**config.mk**
```make
export PLATFORM = sky130hd
export DESIGN_NAME = exc_order_tracker
export DESIGN_NICKNAME = d
export VERILOG_FILES = /design/src/rtl/exc_trk_pkg.sv /design/src/rtl/exc_slot.sv /design/src/rtl/exc_commit_fsm.sv /design/src/rtl/exc_order_tracker.sv
export SDC_FILE = /design/constraint.sdc
export NUM_CORES = 1
export LEC_CHECK = 0
export BUFFER_PORTS_ARGS = -buffer_cell sky130_fd_sc_hd__buf_2
export CAP_MARGIN = 10
export CELL_PAD_IN_SITES_DETAIL_PLACEMENT = 1
export CELL_PAD_IN_SITES_GLOBAL_PLACEMENT = 2
export CORE_AREA = 2 2 137 139
export CTS_CLUSTER_DIAMETER = 120
export DETAILED_ROUTE_END_ITERATION = 7
export DIE_AREA = 0 0 139 141
export PLACE_DENSITY = 0.85
export SLEW_MARGIN = 10
export SYNTH_ARGS = -nofsm -noshare
export SYNTH_HDL_FRONTEND = slang
export SYNTH_SLANG_ARGS = --single-unit
```
**constraint.sdc**
```tcl
create_clock -name clk -period 2.5 [get_ports clk]
set_input_delay 0.375 -clock clk [delete_from_list [all_inputs] [get_ports clk]]
set_output_delay 0.375 -clock clk [all_outputs]
set_load 0.05 [all_outputs]
```
**src/rtl/exc_trk_pkg.sv**
```systemverilog
package exc_trk_pkg;

    localparam int CAUSE_W = 4;
    localparam int NSLOT   = 4;   // fetch, decode, execute, memory

    localparam logic [CAUSE_W-1:0] C_NONE    = 4'd0;
    localparam logic [CAUSE_W-1:0] C_I_PAGE  = 4'd1;
    localparam logic [CAUSE_W-1:0] C_I_ALIGN = 4'd2;
    localparam logic [CAUSE_W-1:0] C_I_PROT  = 4'd3;
    localparam logic [CAUSE_W-1:0] C_ILLEGAL = 4'd4;
    localparam logic [CAUSE_W-1:0] C_ARITH   = 4'd5;
    localparam logic [CAUSE_W-1:0] C_D_PAGE  = 4'd6;
    localparam logic [CAUSE_W-1:0] C_D_ALIGN = 4'd7;
    localparam logic [CAUSE_W-1:0] C_D_PROT  = 4'd8;

    typedef enum logic {
        ST_RUN,
        ST_TRAP
    } trk_state_e;

    // bit0 page fault, bit1 misaligned, bit2 protection; lowest bit wins
    function automatic logic [CAUSE_W-1:0] enc_access(input logic [2:0] f,
                                                      input logic data_side);
        logic [CAUSE_W-1:0] base;
        base = data_side ? C_D_PAGE : C_I_PAGE;
        if (f[0])      return base;
        else if (f[1]) return base + 4'd1;
        else if (f[2]) return base + 4'd2;
        else           return C_NONE;
    endfunction

endpackage

```
**src/rtl/exc_slot.sv**
```systemverilog
module exc_slot #(
    parameter int PC_W = 32
) (
    input  logic                                clk,
    input  logic                                rst_n,
    input  logic                                adv,
    input  logic                                kill,
    input  logic                                in_valid,
    input  logic [PC_W-1:0]                     in_pc,
    input  logic [exc_trk_pkg::CAUSE_W-1:0]     in_cause,
    output logic                                valid,
    output logic [PC_W-1:0]                     pc,
    output logic [exc_trk_pkg::CAUSE_W-1:0]     cause
);
    import exc_trk_pkg::*;

    always_ff @(posedge clk) begin
        if (!rst_n || kill) begin
            valid <= 1'b0;
            pc    <= '0;
            cause <= C_NONE;
        end else if (adv) begin
            valid <= in_valid;
            pc    <= in_pc;
            cause <= in_valid ? in_cause : C_NONE;
        end
    end

    // empty slot never carries a cause
    p_empty_clean_r10: assert property (@(posedge clk) disable iff (!rst_n)
        !valid |-> cause == C_NONE);

endmodule

```
**src/rtl/exc_commit_fsm.sv**
```systemverilog
module exc_commit_fsm #(
    parameter int PC_W = 32
) (
    input  logic                                clk,
    input  logic                                rst_n,
    input  logic                                take,
    input  logic [exc_trk_pkg::CAUSE_W-1:0]     take_cause,
    input  logic [PC_W-1:0]                     take_pc,
    output logic                                trap,
    output logic [exc_trk_pkg::CAUSE_W-1:0]     trap_cause,
    output logic [PC_W-1:0]                     trap_pc
);
    import exc_trk_pkg::*;

    trk_state_e state_q, state_d;

    always_comb begin
        state_d = state_q;
        unique case (state_q)
            ST_RUN:  if (take) state_d = ST_TRAP;   // take
            ST_TRAP: state_d = ST_RUN;              // retire
            default: state_d = ST_RUN;
        endcase
    end

    always_ff @(posedge clk) begin
        if (!rst_n) state_q <= ST_RUN;
        else        state_q <= state_d;
    end

    always_ff @(posedge clk) begin
        if (!rst_n) begin
            trap_cause <= C_NONE;
            trap_pc    <= '0;
        end else if (take) begin
            trap_cause <= take_cause;
            trap_pc    <= take_pc;
        end
    end

    always_comb begin
        trap = (state_q == ST_TRAP);
    end

    p_trap_pulse_r8: assert property (@(posedge clk) disable iff (!rst_n)
        trap |=> !trap);
    p_trap_after_take_r8: assert property (@(posedge clk) disable iff (!rst_n)
        take |=> trap && trap_cause == $past(take_cause));
    p_no_take_in_trap_r7: assert property (@(posedge clk) disable iff (!rst_n)
        trap |-> !take);

endmodule

```
**src/rtl/exc_order_tracker.sv**
```systemverilog
module exc_order_tracker #(
    parameter int PC_W = 32
) (
    input  logic                                clk,
    input  logic                                rst_n,
    input  logic                                stall,
    input  logic                                if_valid,
    input  logic [PC_W-1:0]                     if_pc,
    input  logic [2:0]                          f_flt,
    input  logic                                d_flt,
    input  logic                                x_flt,
    input  logic [2:0]                          m_flt,
    output logic                                flush,
    output logic                                mem_wr_en,
    output logic                                wb_wr_en,
    output logic                                trap,
    output logic [exc_trk_pkg::CAUSE_W-1:0]     trap_cause,
    output logic [PC_W-1:0]                     trap_pc
);
    import exc_trk_pkg::*;

    localparam int MEM_IDX = NSLOT - 1;

    logic                 v_q   [NSLOT];
    logic [PC_W-1:0]      pc_q  [NSLOT];
    logic [CAUSE_W-1:0]   cs_q  [NSLOT];
    logic [CAUSE_W-1:0]   det   [NSLOT];   // cause detected this cycle per slot

    assign det[0] = enc_access(f_flt, 1'b0);
    assign det[1] = d_flt ? C_ILLEGAL : C_NONE;
    assign det[2] = x_flt ? C_ARITH : C_NONE;
    assign det[3] = enc_access(m_flt, 1'b1);

    logic adv;
    assign adv = !stall;

    genvar k;
    generate
        for (k = 0; k < NSLOT; k++) begin : g_slot
            logic                 nv;
            logic [PC_W-1:0]      npc;
            logic [CAUSE_W-1:0]   ncs;
            if (k == 0) begin : g_entry
                assign nv  = if_valid;
                assign npc = if_pc;
                assign ncs = C_NONE;
            end else begin : g_follow
                // first recorded cause is kept; empty slot flags ignored
                assign nv  = v_q[k-1];
                assign npc = pc_q[k-1];
                assign ncs = (cs_q[k-1] != C_NONE) ? cs_q[k-1]
                           : (v_q[k-1] ? det[k-1] : C_NONE);
            end
            exc_slot #(.PC_W(PC_W)) u_slot (
                .clk      (clk),
                .rst_n    (rst_n),
                .adv      (adv),
                .kill     (flush),
                .in_valid (nv),
                .in_pc    (npc),
                .in_cause (ncs),
                .valid    (v_q[k]),
                .pc       (pc_q[k]),
                .cause    (cs_q[k])
            );
        end
    endgenerate

    // commit point at the end of the memory stage
    logic [CAUSE_W-1:0] fin_cause;
    logic               mem_clean;
    assign fin_cause = (cs_q[MEM_IDX] != C_NONE) ? cs_q[MEM_IDX] : det[MEM_IDX];
    assign mem_clean = v_q[MEM_IDX] && (fin_cause == C_NONE);
    assign flush     = v_q[MEM_IDX] && adv && (fin_cause != C_NONE);
    assign mem_wr_en = mem_clean && adv;

    always_ff @(posedge clk) begin
        if (!rst_n) wb_wr_en <= 1'b0;
        else        wb_wr_en <= mem_clean && adv;   // bubble on stall
    end

    exc_commit_fsm #(.PC_W(PC_W)) u_fsm (
        .clk        (clk),
        .rst_n      (rst_n),
        .take       (flush),
        .take_cause (fin_cause),
        .take_pc    (pc_q[MEM_IDX]),
        .trap       (trap),
        .trap_cause (trap_cause),
        .trap_pc    (trap_pc)
    );

    p_flush_empties_r7: assert property (@(posedge clk) disable iff (!rst_n)
        flush |=> !(v_q[0] || v_q[1] || v_q[2] || v_q[3]));
    p_fault_no_write_r6: assert property (@(posedge clk) disable iff (!rst_n)
        flush |=> !wb_wr_en);
    p_stall_freeze_r9: assert property (@(posedge clk) disable iff (!rst_n)
        stall |=> $stable(v_q[MEM_IDX]) && $stable(cs_q[MEM_IDX])
                  && $stable(pc_q[MEM_IDX]) && !wb_wr_en);
    p_cause_sticky_r4: assert property (@(posedge clk) disable iff (!rst_n)
        (adv && !flush && v_q[2] && cs_q[2] != C_NONE) |=> cs_q[3] == $past(cs_q[2]));
    p_store_exclusive_r6: assert property (@(posedge clk) disable iff (!rst_n)
        !(flush && mem_wr_en));

endmodule

```
==> results of run 1 <==
sequential cells by signal, summed over array words and instances, names as in the netlist:
register,flops
g_slot.u_slot.cause,8
g_slot.u_slot.valid,4
g_slot.u_slot.pc,128
wb_wr_en,1
u_fsm.trap_pc,32
u_fsm.trap_cause,4
u_fsm.trap,1
logic make-up (layout without fill, tap and decap cells):
family | count (synthesis) | count (layout) | synth area share, %
and+or+nand+nor | 229 | 229 | 15.1
DFF | 178 | 178 | 55.7
muxes | 130 | 130 | 20.4
buffers and inverters | 49 | 122 | 3.95
AOI/OAI and AO/OA | 55 | 55 | 4.85
other | 0 | 1 | 0
power by group:
group / switching (mW) / internal, mW
Sequential: 0.0363 / 2.90
Combinational: 0.169 / 0.130
Clock: 1.17 / 1.50
synth_stat cells, types with 2 or more instances:
master / number / area [um2]
o211ai_1: 3 / 22.5
dfxtp_1: 178 / 3560
o31a_1: 2 / 17.5
nand2_1: 40 / 150
nor3_1: 2 / 10.0
nand3_1: 37 / 185
buf_1: 7 / 26.3
a32o_1: 2 / 20.0
a21oi_1: 5 / 25.0
clkbuf_1: 31 / 116
mux2i_1: 130 / 1300
buf_6: 9 / 101
nor2_1: 137 / 514
nor2b_1: 4 / 25.0
o21ai_0: 40 / 200
final timing paths:
check                                                            start                                     end
worst min-delay path                                          f_flt[0]  g_slot[1].u_slot.cause[1]$_SDFFE_PP0N_
worst max-delay path            g_slot[3].u_slot.cause[2]$_SDFFE_PP0N_                               mem_wr_en
worst min register to register                   u_fsm.trap$_SDFF_PP0_                   u_fsm.trap$_SDFF_PP0_
worst max register to register  g_slot[3].u_slot.cause[2]$_SDFFE_PP0N_    g_slot[0].u_slot.pc[18]$_SDFFE_PP0N_
timing repair:
| item | CTS | global route |
|---|---|---|
| endpoints found under the setup margin | 1 | 1 |
| pin swaps | 0 | 0 |
| gates resized for setup | 1 | 3 |
| gates cloned | 0 | 0 |
worst reg2reg max path, delay by kind of cell (launching register included):
family                 cells  cell delay [ns]
flip-flops                 1             0.35
buffers and inverters      1             0.28
AO/OA/AOI/OAI              1             0.37
AND/OR/NAND/NOR            3             0.99
per-layer routing:
metal	up-vias	GRT usage [%]
met5	-	0
met4	0	5.26
met3	16	3.87
met2	70	21.2
met1	2164	18.8
li1	2272	-
layout make-up:
type | count | area share (%)
clock inverters | 15 | 2.29
clock buffers | 17 | 5.64
well taps | 234 | 3.88
diodes | 1 | 0.0332
repair buffers | 89 | 6.60
multi-input cells | 414 | 34.3
flip-flops and latches | 178 | 47.2
inverters | 1 | 0.0498
==> impl_metrics.prom, run 1 <==
# TYPE chip_impl_metric gauge
chip_impl_info{name="run_status",value="complete, no violations"} 1
chip_impl_metric{name="final_max_slew_viol_count",unit=""} 0
chip_impl_metric{name="postCtsHoldBufs",unit=""} 0
chip_impl_info{name="cts_tree",value="built"} 1
chip_impl_metric{name="min_path_cells",unit=""} 2
chip_impl_info{name="most-common-layout-cells",value="178 x dfxtp_1, 137 x nor2_1, 130 x mux2i_1"} 1
chip_impl_metric{name="num_vias",unit=""} 4522
chip_impl_metric{name="clkSlewWorstSetupHoldPaths",unit="ns"} 0.07
chip_impl_metric{name="depth_of_the_worst_register_to_register_path",unit=""} 5
chip_impl_metric{name="multiInputGateArea",unit="um2"} 2590
chip_impl_metric{name="max_cap_violations",unit=""} 0
chip_impl_metric{name="via_count_of_the_first_global_routing_pass",unit=""} 4451
chip_impl_metric{name="setup_bufs_post_cts",unit=""} 0
chip_impl_metric{name="layout.core_utilization",unit="%"} 41.3
chip_impl_metric{name="path_buf_inv",unit=""} 1
chip_impl_metric{name="relSlewSlack",unit="%"} 32.1
chip_impl_info{name="synth_ff_type",value="dfxtp_1"} 1
chip_impl_metric{name="cts_htree_levels",unit=""} 4
chip_impl_info{name="clock_tree.root_cell",value="clkbuf_16"} 1
chip_impl_metric{name="placed_cell_area",unit="um2"} 6930
chip_impl_metric{name="timing_worst_slew_pin_value",unit="ns"} 1.02
chip_impl_metric{name="post-layout-total-power",unit="mW"} 5.91
chip_impl_metric{name="finalClockSkew",unit="ns"} 0.00614
chip_impl_metric{name="report.final.setup_viol",unit=""} 0
chip_impl_info{name="slowest_stage",value="or4_4"} 1
chip_impl_metric{name="finalHoldWorstSlack",unit="ns"} 0.159
chip_impl_metric{name="final_cells",unit=""} 949
chip_impl_metric{name="synth_cell_types",unit=""} 29
chip_impl_metric{name="drive_gt1_share",unit="%"} 17.9
chip_impl_info{name="critical-path-top-delay-family",value="simple AND/OR/NAND/NOR gates"} 1
chip_impl_metric{name="fp.dieH",unit="um"} 141
chip_impl_metric{name="layout.area.seq",unit="um2"} 3560
chip_impl_metric{name="worst_path_setup_slack_after_routing",unit="ns"} 0.125
chip_impl_info{name="routed.top_layer",value="met4"} 1
chip_impl_metric{name="maxClockFrequency",unit="MHz"} 421
chip_impl_metric{name="min_period",unit="ns"} 2.37
chip_impl_metric{name="post-route-cell-area",unit="um2"} 7540
chip_impl_metric{name="postRouteAntennaNets",unit=""} 0
chip_impl_metric{name="critPathRequiredTime",unit="ns"} 2.12
chip_impl_metric{name="place.gp.congestion",unit=""} 0.721
chip_impl_metric{name="grt_first_pass_wirelength",unit="um"} 22300
chip_impl_metric{name="clock_insertion_delay_worst_skew",unit="ns"} 0.42
chip_impl_metric{name="nFillCells",unit=""} 2073
chip_impl_metric{name="avgViaCountPerCell",unit=""} 4.77
chip_impl_info{name="crit_chain",value="or4_4 > or3_4 > nor2b_2 > buf_6"} 1
chip_impl_info{name="hold_path_class",value="input port to flop"} 1
chip_impl_metric{name="finalHoldViolations",unit=""} 0
chip_impl_metric{name="cp_slowest_stage_delay",unit="ns"} 0.56
chip_impl_metric{name="vdd.ir_drop.worst",unit="V"} 0.000449
chip_impl_metric{name="synth_cells",unit=""} 641
chip_impl_metric{name="crit_fanout",unit=""} 5
chip_impl_metric{name="detail_route.drc_violations",unit=""} 0
chip_impl_metric{name="postSynthRegisterBits",unit=""} 178
chip_impl_metric{name="totalNegativeSetupSlack",unit="ns"} 0
chip_impl_metric{name="syn-num-nets",unit=""} 685
chip_impl_metric{name="die_area",unit="um2"} 19600
chip_impl_metric{name="worstSetupPathDepth",unit=""} 4
chip_impl_metric{name="cp.arrival",unit="ns"} 2.00
chip_impl_metric{name="die-width",unit="um"} 139
chip_impl_metric{name="p_per_area",unit="nW/um2"} 783
chip_impl_metric{name="met3_wirelength",unit="um"} 530
chip_impl_metric{name="grt_max_degree",unit=""} 144
chip_impl_metric{name="reg2reg_setup_slack",unit="ns"} 0.43
chip_impl_metric{name="routed-wl-met2",unit="um"} 6030
chip_impl_metric{name="tritoncts_buffers",unit=""} 17
chip_impl_metric{name="seq_area_frac_synth",unit="%"} 55.7
chip_impl_metric{name="numClockSinks",unit=""} 178
chip_impl_metric{name="dpl.cell_count",unit=""} 916
chip_impl_metric{name="synth-async-reset-ratio",unit="%"} 0
chip_impl_metric{name="cts_buffer_depth",unit=""} 2
chip_impl_metric{name="initial_antenna_violation_count",unit=""} 1
chip_impl_metric{name="p_leak",unit="nW"} 3.32
chip_impl_info{name="startpoint_type",value="flop"} 1
chip_impl_info{name="setup.worst_path.end_class",value="primary output"} 1
chip_impl_metric{name="grt.overflow.total",unit=""} 0
chip_impl_metric{name="met1_length",unit="um"} 6640
chip_impl_metric{name="fin_nets",unit=""} 745
chip_impl_metric{name="wl_per_cell",unit="um"} 14.1
chip_impl_metric{name="layout_worst_path_cycle_share",unit="%"} 95.0
chip_impl_metric{name="dpl_worst_slack",unit="ns"} 0.401
chip_impl_metric{name="synth.cell_area",unit="um2"} 6390
chip_impl_metric{name="syn_to_final_growth",unit="%"} 18.0
chip_impl_metric{name="floorplan.initialDensity",unit="%"} 35.0
chip_impl_metric{name="detail_route.first_pass.iterations",unit=""} 4
chip_impl_metric{name="dp_wirelength",unit="um"} 8600
chip_impl_metric{name="placement.io_buffers",unit=""} 83
chip_impl_metric{name="fp.coreArea",unit="um2"} 18300
chip_impl_metric{name="grtUsageTotal",unit="%"} 13.9
chip_impl_metric{name="synth-edff-count",unit=""} 0
chip_impl_metric{name="yosysWarnings",unit=""} 0
chip_impl_info{name="layout_commonest_cell",value="dfxtp_1"} 1
chip_impl_info{name="worst-setup-path-type",value="flop to primary output"} 1
chip_impl_metric{name="row_count",unit=""} 50
chip_impl_info{name="grt_setup_unrepaired",value="false"} 1
chip_impl_metric{name="drt-total-wl",unit="um"} 13400
chip_impl_metric{name="drtIter0Drc",unit=""} 170
chip_impl_metric{name="synth_area_per_cell",unit="um2"} 9.97
chip_impl_metric{name="num_io_pins",unit=""} 84
Note: power is estimated with default switching activity, not from simulation.
==> run 2, diff against run 1 <==
- PLACE_DENSITY: 0.85 -> 0.73
==> run 2 against run 1 <==
Core utilization grew 0.54 points. Final cell count stayed put. Combinational power is essentially flat. Sequential cell count did not move. Critical path type unchanged. Clock power up 12%. Die area unchanged. Via count down 0.91%. First-iteration DRC count up 21%. Routed wire length grew 0.18%. Worst hold slack is essentially flat.
==> impl_metrics.prom, run 2 (synthesized netlist as in run 1, its figures left out) <==
# TYPE chip_impl_metric gauge
chip_impl_info{name="run_status",value="complete, no violations"} 1
chip_impl_metric{name="detail_route.first_pass.iterations",unit=""} 4
chip_impl_info{name="clock_tree.root_cell",value="clkbuf_16"} 1
chip_impl_metric{name="clkSlewWorstSetupHoldPaths",unit="ns"} 0.06
chip_impl_info{name="layout_top_registers",value="g_slot.u_slot.pc: 128 flops, u_fsm.trap_pc: 32 flops, g_slot.u_slot.cause: 8 flops"} 1
chip_impl_info{name="hold_path_class",value="input port to flop"} 1
chip_impl_metric{name="die-width",unit="um"} 139
chip_impl_metric{name="tritoncts_buffers",unit=""} 17
chip_impl_metric{name="syn_to_final_growth",unit="%"} 19.5
chip_impl_metric{name="cts_buffer_depth",unit=""} 2
chip_impl_info{name="most-common-layout-cells",value="178 x dfxtp_1, 137 x nor2_1, 130 x mux2i_1"} 1
chip_impl_metric{name="layout.core_utilization",unit="%"} 41.8
chip_impl_metric{name="grt.overflow.total",unit=""} 0
chip_impl_metric{name="drtIter0Drc",unit=""} 206
chip_impl_metric{name="wl_per_cell",unit="um"} 14.1
chip_impl_metric{name="row_count",unit=""} 50
chip_impl_metric{name="fp.dieH",unit="um"} 141
chip_impl_metric{name="crit_fanout",unit=""} 24
chip_impl_info{name="slowest_stage",value="or4_4"} 1
chip_impl_metric{name="grtUsageTotal",unit="%"} 14.3
chip_impl_info{name="grt_setup_unrepaired",value="false"} 1
chip_impl_metric{name="critPathRequiredTime",unit="ns"} 2.12
chip_impl_metric{name="die_area",unit="um2"} 19600
chip_impl_metric{name="place.gp.congestion",unit=""} 0.726
chip_impl_info{name="startpoint_type",value="flop"} 1
chip_impl_metric{name="min_period",unit="ns"} 2.38
chip_impl_metric{name="grt_max_degree",unit=""} 144
chip_impl_info{name="regMostFlops",value="g_slot.u_slot.pc"} 1
chip_impl_metric{name="final_max_slew_viol_count",unit=""} 0
chip_impl_metric{name="layout_worst_path_cycle_share",unit="%"} 95.4
chip_impl_metric{name="postRouteAntennaNets",unit=""} 0
chip_impl_metric{name="dp_wirelength",unit="um"} 8530
chip_impl_metric{name="max_cap_violations",unit=""} 0
chip_impl_metric{name="via_count_of_the_first_global_routing_pass",unit=""} 4517
chip_impl_metric{name="cp_slowest_stage_delay",unit="ns"} 0.57
chip_impl_metric{name="maxClockFrequency",unit="MHz"} 419
chip_impl_metric{name="finalHoldViolations",unit=""} 0
chip_impl_metric{name="dpl_worst_slack",unit="ns"} 0.262
chip_impl_info{name="cts_tree",value="built"} 1
chip_impl_metric{name="avgViaCountPerCell",unit=""} 4.72
chip_impl_metric{name="p_leak",unit="nW"} 3.36
chip_impl_metric{name="detail_route.drc_violations",unit=""} 0
chip_impl_metric{name="cp.arrival",unit="ns"} 2.01
chip_impl_metric{name="fin_nets",unit=""} 744
chip_impl_metric{name="worst_path_setup_slack_after_routing",unit="ns"} 0.116
chip_impl_metric{name="totalNegativeSetupSlack",unit="ns"} 0
chip_impl_info{name="setup.worst_path.end_class",value="primary output"} 1
chip_impl_metric{name="numClockSinks",unit=""} 178
chip_impl_info{name="worst-setup-path-type",value="flop to primary output"} 1
chip_impl_metric{name="report.final.setup_viol",unit=""} 0
chip_impl_metric{name="p_per_area",unit="nW/um2"} 815
chip_impl_metric{name="relSlewSlack",unit="%"} 34.3
chip_impl_metric{name="nFillCells",unit=""} 2048
chip_impl_info{name="crit_chain",value="or4_4 > o31a_4 > buf_2"} 1
chip_impl_metric{name="drt-total-wl",unit="um"} 13400
chip_impl_metric{name="drive_gt1_share",unit="%"} 17.7
chip_impl_metric{name="fp.coreArea",unit="um2"} 18300
chip_impl_metric{name="placement.io_buffers",unit=""} 83
chip_impl_metric{name="finalHoldWorstSlack",unit="ns"} 0.159
chip_impl_metric{name="num_vias",unit=""} 4481
chip_impl_metric{name="cts_htree_levels",unit=""} 4
chip_impl_metric{name="finalClockSkew",unit="ns"} 0.00615
chip_impl_metric{name="grt_first_pass_wirelength",unit="um"} 22700
chip_impl_metric{name="num_io_pins",unit=""} 84
chip_impl_metric{name="clock_insertion_delay_worst_skew",unit="ns"} 0.42
chip_impl_metric{name="timing_worst_slew_pin_value",unit="ns"} 0.985
chip_impl_metric{name="floorplan.initialDensity",unit="%"} 35.0
chip_impl_info{name="layout_commonest_cell",value="dfxtp_1"} 1
chip_impl_metric{name="initial_antenna_violation_count",unit=""} 1
chip_impl_metric{name="postCtsHoldBufs",unit=""} 0
chip_impl_metric{name="setup_bufs_post_cts",unit=""} 0
chip_impl_metric{name="vdd.ir_drop.worst",unit="V"} 0.000500
chip_impl_metric{name="reg2reg_setup_slack",unit="ns"} 0.37
chip_impl_metric{name="largest_register_ffs",unit=""} 128
-- run 2: cell types whose count changed in the layout (fill, tap and decap cells not counted) --
cell	change
clkbuf_8	+6
inv_6	-5
bufinv_16	+3
clkinv_4	-3
buf_4	-2
inv_8	-2
buf_12	+1
clkbuf_1	+1
diode_2	+1
o31a_2	-1
o31a_4	+1
-- run 2: per-layer routing --
metal,global-route usage (%),wire length [um],vias up
met5,0,0,-
met4,6.17,223,0
met3,4.76,627,17
met2,20.2,5580,78
met1,20.0,6960,2107
li1,-,-,2279
-- run 2: path summary, 6_finish.rpt --
kind	from	to	cells past startpoint
setup / recovery	g_slot[3].u_slot.cause[2]$_SDFFE_PP0N_	flush	3
hold / removal	f_flt[0]	g_slot[1].u_slot.cause[1]$_SDFFE_PP0N_	2
setup reg to reg	g_slot[3].u_slot.cause[2]$_SDFFE_PP0N_	g_slot[3].u_slot.cause[0]$_SDFFE_PP0N_	5
hold reg to reg	u_fsm.trap$_SDFF_PP0_	u_fsm.trap$_SDFF_PP0_	1
-- run 2: cell type report --
class	instances	area [um2]	share of cell area, %
clock buffer	24	512	6.70
timing repair buffer	88	503	6.58
clock inverter	8	170	2.23
antenna	2	5.00	0.0655
multi-input combinational	414	2590	33.9
inverter	1	3.75	0.0491
tap	234	293	3.83
sequential	178	3560	46.6
-- run 2: timing repair --
action,in CTS,in global routing
endpoints found under the setup margin,2,1
gates cloned,0,0
resized for setup,2,3
-- run 2: worst max-delay path, delay by kind of cell, from the launching register on --
family | cells | cell delay (ns)
AO/OA/AOI/OAI | 1 | 0.40
buffers and inverters | 1 | 0.25
flip-flops | 1 | 0.35
AND/OR/NAND/NOR | 1 | 0.57
-- run 2: report_power, final --
group / total (mW) / internal, mW / switching, mW
Combinational: 0.298 / 0.130 / 0.168
Clock: 3.00 / 1.93 / 1.06
Sequential: 2.93 / 2.90 / 0.0338
-- run 2: stage by stage --
stage / instance area (um2) / cells / total power, mW
after floorplan: 6390 / 641 / 3.22
after global placement: 6940 / 915 / 3.29
after detailed placement: 6940 / 915 / 3.30
after CTS: 7630 / 947 / 6.32
after global routing: 7640 / 947 / 6.49
final: 7640 / 949 / 6.23
==> run 3, diff against run 2 <==
- ABC_AREA: default -> 1
- CORE_AREA: 2 2 137 139 -> 2 2 139 141
- DIE_AREA: 0 0 139 141 -> 0 0 141 143
==> run 3 against run 2 <==
First-iteration DRC count fell by 18%. Register-to-register slack improved by 0.28 ns. Non-clock buffer count rose by 7. Sequential share of layout area fell by 0.091 points. Core utilization fell by 0.62 points. Clock power fell by 15%. Maximum frequency rose by 5.5%. Area after synthesis rose by 2.7%. Worst hold slack improved by 0.023 ns. Combinational power rose by 8.7%. Power fell by 6.9%. Sequential cell count did not move. Largest power group is now sequential cells.
==> impl_metrics.prom, run 3 <==
# TYPE chip_impl_metric gauge
chip_impl_metric{name="maxClockFrequency",unit="MHz"} 443
chip_impl_info{name="layout_commonest_cell",value="dfxtp_1"} 1
chip_impl_metric{name="row_count",unit=""} 50
chip_impl_metric{name="num_vias",unit=""} 4644
chip_impl_metric{name="seq_area_frac_synth",unit="%"} 54.3
chip_impl_metric{name="final_max_slew_viol_count",unit=""} 0
chip_impl_metric{name="grt_max_degree",unit=""} 87
chip_impl_info{name="post_synth_most_frequent_cells",value="178 x dfxtp_1, 141 x nor2_1, 129 x mux2i_1"} 1
chip_impl_metric{name="final_cells",unit=""} 973
chip_impl_metric{name="drtIter0Drc",unit=""} 168
chip_impl_info{name="layout_top_registers",value="g_slot.u_slot.pc: 128 flops, u_fsm.trap_pc: 32 flops, g_slot.u_slot.cause: 8 flops"} 1
chip_impl_metric{name="numClockSinks",unit=""} 178
chip_impl_metric{name="finalClockSkew",unit="ns"} 0.00683
chip_impl_info{name="most-common-layout-cells",value="178 x dfxtp_1, 140 x nor2_1, 129 x mux2i_1"} 1
chip_impl_metric{name="floorplan.initialDensity",unit="%"} 35.3
chip_impl_info{name="cts_tree",value="built"} 1
chip_impl_metric{name="setup_bufs_post_cts",unit=""} 0
chip_impl_metric{name="p_per_area",unit="nW/um2"} 757
chip_impl_metric{name="report.final.setup_viol",unit=""} 0
chip_impl_metric{name="postSynthRegisterBits",unit=""} 178
chip_impl_metric{name="grtUsageTotal",unit="%"} 14.3
chip_impl_metric{name="synth_area_per_cell",unit="um2"} 9.90
chip_impl_metric{name="antenna_cells_inserted",unit=""} 0
chip_impl_metric{name="worst_path_setup_slack_after_routing",unit="ns"} 0.241
chip_impl_metric{name="p_leak",unit="nW"} 3.52
chip_impl_info{name="synthMostInstantiatedCell",value="dfxtp_1"} 1
chip_impl_metric{name="cts_htree_levels",unit=""} 4
chip_impl_metric{name="timing_worst_slew_pin_value",unit="ns"} 0.719
chip_impl_metric{name="cts_resized",unit=""} 0
chip_impl_metric{name="grt_first_pass_wirelength",unit="um"} 23200
chip_impl_metric{name="layout.area.seq",unit="um2"} 3560
chip_impl_metric{name="finalHoldWorstSlack",unit="ns"} 0.181
chip_impl_metric{name="die-width",unit="um"} 141
chip_impl_metric{name="drive_gt1_share",unit="%"} 19.5
chip_impl_metric{name="yosysWarnings",unit=""} 0
chip_impl_metric{name="detail_route.first_pass.iterations",unit=""} 5
chip_impl_metric{name="cp.arrival",unit="ns"} 1.88
chip_impl_metric{name="reg2reg_setup_slack",unit="ns"} 0.65
chip_impl_metric{name="drt-total-wl",unit="um"} 14100
chip_impl_metric{name="syn_to_final_growth",unit="%"} 16.7
chip_impl_metric{name="synth_cells",unit=""} 663
chip_impl_metric{name="synth.cell_area",unit="um2"} 6570
chip_impl_info{name="startpoint_type",value="flop"} 1
chip_impl_info{name="regMostFlops",value="g_slot.u_slot.pc"} 1
chip_impl_info{name="slowest_stage",value="dfxtp_1"} 1
chip_impl_metric{name="cp_slowest_stage_delay",unit="ns"} 0.34
chip_impl_metric{name="fin_nets",unit=""} 770
chip_impl_metric{name="dp_wirelength",unit="um"} 9800
chip_impl_metric{name="nFillCells",unit=""} 2111
chip_impl_metric{name="post-route-cell-area",unit="um2"} 7660
chip_impl_info{name="run_status",value="complete, no violations"} 1
chip_impl_metric{name="initial_antenna_violation_count",unit=""} 0
chip_impl_info{name="ys_top_cells_by_area",value="dfxtp_1 54%, mux2i_1 20%, nor2_1 8.1%"} 1
chip_impl_info{name="setup.worst_path.end_class",value="primary output"} 1
chip_impl_metric{name="cts_buffer_depth",unit=""} 2
chip_impl_metric{name="layout_worst_path_cycle_share",unit="%"} 90.4
chip_impl_metric{name="synth-async-reset-ratio",unit="%"} 0
chip_impl_metric{name="synth_top_area_share",unit="%"} 54.3
chip_impl_metric{name="via_count_of_the_first_global_routing_pass",unit=""} 4612
chip_impl_metric{name="fp.coreArea",unit="um2"} 18600
chip_impl_metric{name="path_buf_inv",unit=""} 2
chip_impl_metric{name="syn-num-nets",unit=""} 707
chip_impl_metric{name="layout.core_utilization",unit="%"} 41.2
chip_impl_metric{name="postCtsHoldBufs",unit=""} 0
chip_impl_info{name="critical-path-top-delay-family",value="simple AND/OR/NAND/NOR gates"} 1
chip_impl_info{name="crit_chain",value="nor2_2 > nand2_1 > nor2_1 > nor2_1 > nand2_2 > nand2_2 > inv_1 > buf_2"} 1
chip_impl_metric{name="detail_route.drc_violations",unit=""} 0
chip_impl_info{name="synth_top_cell_by_area",value="dfxtp_1"} 1
chip_impl_metric{name="max_cap_violations",unit=""} 0
chip_impl_metric{name="critPathRequiredTime",unit="ns"} 2.12
chip_impl_metric{name="postRouteAntennaNets",unit=""} 0
chip_impl_metric{name="dpl_worst_slack",unit="ns"} 0.481
chip_impl_metric{name="post-layout-total-power",unit="mW"} 5.80
chip_impl_metric{name="relSlewSlack",unit="%"} 52.1
chip_impl_metric{name="fp.dieH",unit="um"} 143
chip_impl_metric{name="num_io_pins",unit=""} 84
chip_impl_metric{name="grt.overflow.total",unit=""} 0
chip_impl_info{name="worst-setup-path-type",value="flop to primary output"} 1
chip_impl_metric{name="place.gp.congestion",unit=""} 0.717
chip_impl_metric{name="synth_cell_types",unit=""} 23
chip_impl_metric{name="multiInputGateArea",unit="um2"} 2610
chip_impl_metric{name="totalNegativeSetupSlack",unit="ns"} 0
chip_impl_metric{name="largest_register_ffs",unit=""} 128
chip_impl_metric{name="vdd.ir_drop.worst",unit="V"} 0.000484
chip_impl_metric{name="placement.io_buffers",unit=""} 83
chip_impl_info{name="clock_tree.root_cell",value="clkbuf_16"} 1
chip_impl_metric{name="min_period",unit="ns"} 2.26
chip_impl_metric{name="avgViaCountPerCell",unit=""} 4.77
chip_impl_metric{name="crit_fanout",unit=""} 13
chip_impl_metric{name="dpl.cell_count",unit=""} 941
chip_impl_metric{name="synth-edff-count",unit=""} 0
chip_impl_info{name="grt_setup_unrepaired",value="false"} 1
chip_impl_metric{name="clock_insertion_delay_worst_skew",unit="ns"} 0.43
chip_impl_metric{name="die_area",unit="um2"} 20200
chip_impl_metric{name="clkSlewWorstSetupHoldPaths",unit="ns"} 0.07
chip_impl_metric{name="finalHoldViolations",unit=""} 0
chip_impl_metric{name="wl_per_cell",unit="um"} 14.5
chip_impl_metric{name="tritoncts_buffers",unit=""} 17
chip_impl_info{name="hold_path_class",value="input port to flop"} 1
chip_impl_info{name="synth_ff_type",value="dfxtp_1"} 1
chip_impl_metric{name="placed_cell_area",unit="um2"} 7090
## run 3: changes by cell type after synthesis, sizes merged, moves of 14 or more
cell	change
nand4	+36
inv	+14
clkbuf	-18
o21ai	-39
buf	+21
nor2	+15
## run 3: area by class of cell
cell class | instances | area share [%]
Clock buffer | 17 | 5.55
Clock inverter | 15 | 1.81
Inverter | 15 | 0.735
Multi-Input combinational cell | 419 | 34.0
Sequential cell | 178 | 46.5
Tap cell | 234 | 3.82
Timing Repair Buffer | 95 | 7.50
## run 3: logic make-up (layout without fill, tap and decap cells)
kind of cell / after synthesis / count (layout) / synth area share (%)
muxes: 129 / 129 / 19.7
DFF: 178 / 178 / 54.3
buffers and inverters: 66 / 142 / 6.12
and+or+nand+nor: 277 / 277 / 18.6
AOI/OAI and AO/OA: 13 / 13 / 1.37
## run 3: routing by layer
metal	wire length (um)	track usage [%]	up-vias
met3	541	3.49	16
li1	-	-	2359
met1	7210	19.5	2199
met5	0	0	-
met2	6150	22.0	70
met4	199	5.68	0
## run 3: where the power goes
part	total [mW]	internal, mW	switching [mW]
logic	0.324	0.144	0.180
clock network	2.54	1.32	1.22
registers	2.94	2.90	0.0386
## run 3: path summary, 6_finish.rpt
check | cells past startpoint | startpoint | endpoint
worst max-delay path | 8 | g_slot[3].u_slot.cause[2]$_SDFFE_PP0N_ | flush
worst min-delay path | 3 | if_pc[5] | g_slot[0].u_slot.pc[5]$_SDFFE_PP0N_
worst max register to register | 9 | g_slot[3].u_slot.cause[2]$_SDFFE_PP0N_ | g_slot[1].u_slot.pc[20]$_SDFFE_PP0N_
worst min register to register | 1 | u_fsm.trap$_SDFF_PP0_ | u_fsm.trap$_SDFF_PP0_
## run 3: tightest hold or removal path, cell delays in order
cell and delay, ns:
buf_2 0.07, mux2i_1 0.05, nor2_1 0.08
